File: src/rtl/xcvr_pkg.sv
package xcvr_pkg;
  // direction is transparent when both active-low controls are asserted
  function automatic logic xc_open(input logic ce_n, input logic le_n);
    return !ce_n && !le_n;
  endfunction

  // port is driven when chip select and drive enable are both asserted
  function automatic logic xc_drive(input logic ce_n, input logic oe_n);
    return !ce_n && !oe_n;
  endfunction

  // visible byte: inverse of live data when open, of the store otherwise
  function automatic logic [7:0] xc_view(input logic open, input logic [7:0] live,
                                         input logic [7:0] held);
    return open ? ~live : ~held;
  endfunction
endpackage

File: src/rtl/xcvr_dir.sv
module xcvr_dir
  import xcvr_pkg::*;
#(
  parameter int LANES = 8
) (
  input  logic             clk,
  input  logic             rst_n,
  input  logic             ce_n,
  input  logic             le_n,
  input  logic             oe_n,
  input  logic [LANES-1:0] src,
  output logic [LANES-1:0] dst,
  output logic             drv,
  output logic             open
);
  logic [LANES-1:0] held;
  logic [LANES-1:0] view;

  assign open = xc_open(ce_n, le_n);
  assign drv  = xc_drive(ce_n, oe_n);

  always_ff @(posedge clk or negedge rst_n) begin
    if (!rst_n)    held <= '0;
    else if (open) held <= src;
  end

  always_comb begin
    view = open ? ~src : ~held;
    dst  = drv ? view : '0;
  end
endmodule

File: src/rtl/xcvr_half.sv
module xcvr_half #(
  parameter int LANES = 8
) (
  input  logic             clk,
  input  logic             rst_n,
  input  logic [LANES-1:0] a_in,
  input  logic [LANES-1:0] b_in,
  input  logic             ab_ce_n,
  input  logic             ab_le_n,
  input  logic             ab_oe_n,
  input  logic             ba_ce_n,
  input  logic             ba_le_n,
  input  logic             ba_oe_n,
  output logic [LANES-1:0] b_out,
  output logic             b_drv,
  output logic [LANES-1:0] a_out,
  output logic             a_drv,
  output logic             ab_open,
  output logic             ba_open
);
  xcvr_dir #(.LANES(LANES)) u_ab (
    .clk(clk), .rst_n(rst_n), .ce_n(ab_ce_n), .le_n(ab_le_n), .oe_n(ab_oe_n),
    .src(a_in), .dst(b_out), .drv(b_drv), .open(ab_open)
  );

  xcvr_dir #(.LANES(LANES)) u_ba (
    .clk(clk), .rst_n(rst_n), .ce_n(ba_ce_n), .le_n(ba_le_n), .oe_n(ba_oe_n),
    .src(b_in), .dst(a_out), .drv(a_drv), .open(ba_open)
  );
endmodule

File: src/rtl/xcvr16_top.sv
module xcvr16_top #(
  parameter int LANES  = 8,
  parameter int HALVES = 2,
  localparam int W     = LANES * HALVES
) (
  input  logic              clk,
  input  logic              rst_n,
  input  logic [W-1:0]      a_in,
  input  logic [W-1:0]      b_in,
  input  logic [HALVES-1:0] ab_ce_n,
  input  logic [HALVES-1:0] ab_le_n,
  input  logic [HALVES-1:0] ab_oe_n,
  input  logic [HALVES-1:0] ba_ce_n,
  input  logic [HALVES-1:0] ba_le_n,
  input  logic [HALVES-1:0] ba_oe_n,
  output logic [W-1:0]      b_out,
  output logic [HALVES-1:0] b_drv,
  output logic [W-1:0]      a_out,
  output logic [HALVES-1:0] a_drv
);
  // transparency events, brought out for the checker
  logic [HALVES-1:0] ab_open;
  logic [HALVES-1:0] ba_open;

  for (genvar h = 0; h < HALVES; h++) begin : g_half
    xcvr_half #(.LANES(LANES)) u_half (
      .clk(clk), .rst_n(rst_n),
      .a_in(a_in[h*LANES +: LANES]), .b_in(b_in[h*LANES +: LANES]),
      .ab_ce_n(ab_ce_n[h]), .ab_le_n(ab_le_n[h]), .ab_oe_n(ab_oe_n[h]),
      .ba_ce_n(ba_ce_n[h]), .ba_le_n(ba_le_n[h]), .ba_oe_n(ba_oe_n[h]),
      .b_out(b_out[h*LANES +: LANES]), .b_drv(b_drv[h]),
      .a_out(a_out[h*LANES +: LANES]), .a_drv(a_drv[h]),
      .ab_open(ab_open[h]), .ba_open(ba_open[h])
    );
  end
endmodule

File: config.mk
export PLATFORM = sky130hd
export DESIGN_NAME = xcvr16_top
export DESIGN_NICKNAME = d
export VERILOG_FILES = /design/src/rtl/xcvr_pkg.sv /design/src/rtl/xcvr_dir.sv /design/src/rtl/xcvr_half.sv /design/src/rtl/xcvr16_top.sv
export SDC_FILE = /design/constraint.sdc
export NUM_CORES = 1
export LEC_CHECK = 0
export ABC_CLOCK_PERIOD_IN_PS = 4800
export BUFFER_PORTS_ARGS = -buffer_cell sky130_fd_sc_hd__buf_2
export CAP_MARGIN = 25
export CORE_ASPECT_RATIO = 2
export CORE_MARGIN = 2
export CORE_UTILIZATION = 52
export DETAILED_ROUTE_END_ITERATION = 10
export PLACE_DENSITY = 0.92
export SYNTH_ARGS = -nofsm -noshare
export SYNTH_HDL_FRONTEND = slang
export SYNTH_SLANG_ARGS = --single-unit
File: constraint.sdc
create_clock -name clk -period 4.8 [get_ports clk]
set_clock_uncertainty 0.2 [all_clocks]
set_input_delay 1.44 -clock clk [delete_from_list [all_inputs] [get_ports clk]]
set_output_delay 1.44 -clock clk [all_outputs]
set_load 0.005 [all_outputs]
==> summary.md <==
| Metric | Value |
|---|---|
| Run status | `completed` |
| Clk sink count | `32` |
| ANT nets after route | `0` |
| Worst slew pin tran | `0.691 ns` |
| Syn Area/Cell | `12.6 sq um` |
| Register area share after synthesis | `around two fifths` |
| Post-layout nets | `approximately 270` |
| WP buf/inv | `2` |
| Clock-pin slew on the worst setup and hold paths | `~0.060 ns` |
| Layout cells sized above 1 | `68.1%` |
| Max-cap violations | `0` |
| Max-slew violation count | `0` |
| Critical Path AT | `~2.4 ns` |
| Post-CTS Repair Setup Buffers | `0` |
| Die H | `91.0 um` |
| Core Rows | `31` |
| Total Power | `0.000729 W` |
| TritonCTS Buffers | `5` |
| Slowest cell on crit path | `or2_1` |
| P_leak | `about 1.1 nW` |
| CP max FO | `9` |
| CP startpoint kind | `input port` |
| DR vias | `roughly 1500` |
| Area Overhead vs Synth | `23.5%` |
| Total gr overflow | `0` |
| WP data required | `between 3 and 4 ns` |
| Routed wire length | `3990 um` |
| Post-Syn Nets | `202` |
| Initial antenna violation count | `0` |
| HP Class | `reg -> reg` |
| CTS H-tree lvls | `2` |
| CP Capture Type | `primary output` |
| Clk_lat worst skew | `0.28 ns` |
| CP Class | `in -> out` |
| Io pins | `82` |
| Final worst-path cycle share | `84.5%` |
| Top cell by count, worst path | `buf_2` |
| Yosys reg bits | `32` |
| # diodes | `0` |
| Final Instance Count excl. Fillers | `278` |
| GP Congestion | `~0.67` |
| CP Cell Sequence | `buf_2, or2_1, a211oi_2, buf_2` |
| VDD IR max | `0.000249 V` |
| RSZ-0062 raised after global routing | `false` |
| Vias per cell | `5.26` |
| Unique masters post-synth | `12` |
| Die area | `4320 sq um` |
| Placed Cells | `between 200 and 300` |
| Total track usage | `20.0%` |
| Peak Freq | `0.246 GHz` |
| Tmin final | `4.06 ns` |
| Remaining DRCs | `0` |
| Mapped cell area | `around 2000 sq um` |
| Port buffer count | `81` |
| Final-report setup violation count | `0` |
| Pre-antenna DRT Iters | `2` |
| Hold_buf cts | `0` |
| Initial Util | `54.5%` |
| Iter 0 DRT Violations | `8` |
| Top delay family on crit path | `simple AND/OR/NAND/NOR gates` |
| CTS Buffer Depth | `2` |
| Largest net degree at the start of global routing | `33` |
| CTS tree | `done` |
| Avg WL per Cell | `14.3 um` |
| # resized after CTS | `0` |
| Vias in the first global route | `approximately 1500` |
| Root buf cell | `clkbuf_8` |
| Setup TNS | `0 ns` |
| Die W | `47.5 um` |
| Synth Warn # | `0` |
| Power Density | `300 nW/um^2` |
| CP max stage delay | `0.42 ns` |
| Core box area | `3610 sq um` |
| Fin. Hold Viols | `0` |
| Worst slew margin | `between 50% and 60%` |
| Gate Count Post-Synth | `around 160` |
| Global-route wire length before repair | `6350 um` |
| Detailed Place HPWL | `~3200 um` |
path summary, 6_finish.rpt:
kind / to / slack [ns] / startpoint / depth (start not counted)
setup / recovery: a_out[8] / 0.74 / ba_ce_n[1] / 4
hold / removal: g_half[1].u_half.u_ab.held[6] / 0.33 / g_half[1].u_half.u_ab.held[6] / 1
setup reg to reg: g_half[0].u_half.u_ba.held[6] / 3.81 / g_half[0].u_half.u_ba.held[6] / 1
hold reg to reg: g_half[1].u_half.u_ab.held[6] / 0.33 / g_half[1].u_half.u_ab.held[6] / 1
max in group asynchronous: g_half[1].u_half.u_ab.held[6] / 2.95 / rst_n / 1
min in group asynchronous: g_half[0].u_half.u_ab.held[1] / 1.00 / rst_n / 1
metrics by stage:
| stage | worst slack (ns) | cell area [sq um] | hold WS, ns | utilization [%] |
|---|---|---|---|---|
| after global placement | 0.774 | 2320 | 0.311 | 64.4 |
| after floorplan | 1.08 | 1970 | 0.301 | - |
| after CTS | 0.721 | 2430 | 0.333 | 67.4 |
| after global routing | 0.660 | 2430 | 0.343 | 67.4 |
| after detailed placement | 0.731 | 2320 | 0.316 | 64.4 |
| final | 0.743 | 2430 | 0.330 | 67.4 |
registers in the layout, indices dropped and copies added, names as in the netlist:
name                     count
g_half.u_half.u_ba.held     16
g_half.u_half.u_ab.held     16
cells in the final DEF (no fill, tap or decap), types with 3 or more instances in the layout:
master | synthesis | routed
mux2_2 | 32 | 32
or2_1 | 4 | 4
a211oi_2 | 32 | 32
inv_1 | 4 | 4
nor2_4 | 3 | 3
clkbuf_8 | 0 | 5
nor2b_1 | 32 | 32
dfrtp_1 | 32 | 32
buf_2 | 3 | 81
power breakdown:
| part | internal (W) | switching, W |
|---|---|---|
| clock | 0.000154 | 0.0000956 |
| combinational | 0.0000787 | 0.0000646 |
| sequential | 0.000310 | 0.0000266 |
synth_stat cells:
cell type  instances  area, sq um
buf_4             10         75.1
nor2_4             3         33.8
dfrtp_1           32          801
nor2_8             1         20.0
or2_1              4         25.0
nor2b_1           32          200
buf_2              3         15.0
inv_1              4         15.0
a211oi_2          32          400
mux2_2            32          360
buf_6              1         11.3
clkbuf_2           2         10.0
metal layers:
metal | global-route usage [%] | part of all wire (%)
met1 | 19.0 | 35
met2 | 36.7 | 56
met3 | 5.96 | 7.6
met4 | 6.94 | 1.6
met5 | 0 | 0
cells by family after synthesis:
family | count (synthesis) | synth area share [%]
AO/OA/AOI/OAI | 32 | 20.4
buffers and inverters | 20 | 6.42
flip-flops | 32 | 40.7
multiplexers | 32 | 18.3
AND/OR/NAND/NOR | 40 | 14.2
final cells by class:
class | count | area (sq um)
Fill cell | 292 | 1180
Multi-Input combinational cell | 104 | 1040
Sequential cell | 32 | 801
Timing Repair Buffer | 81 | 405
Clock buffer | 6 | 72.6
Tap cell | 49 | 61.3
Clock inverter | 2 | 35.0
Inverter | 4 | 15.0
Power figures use the tool's default switching activity.
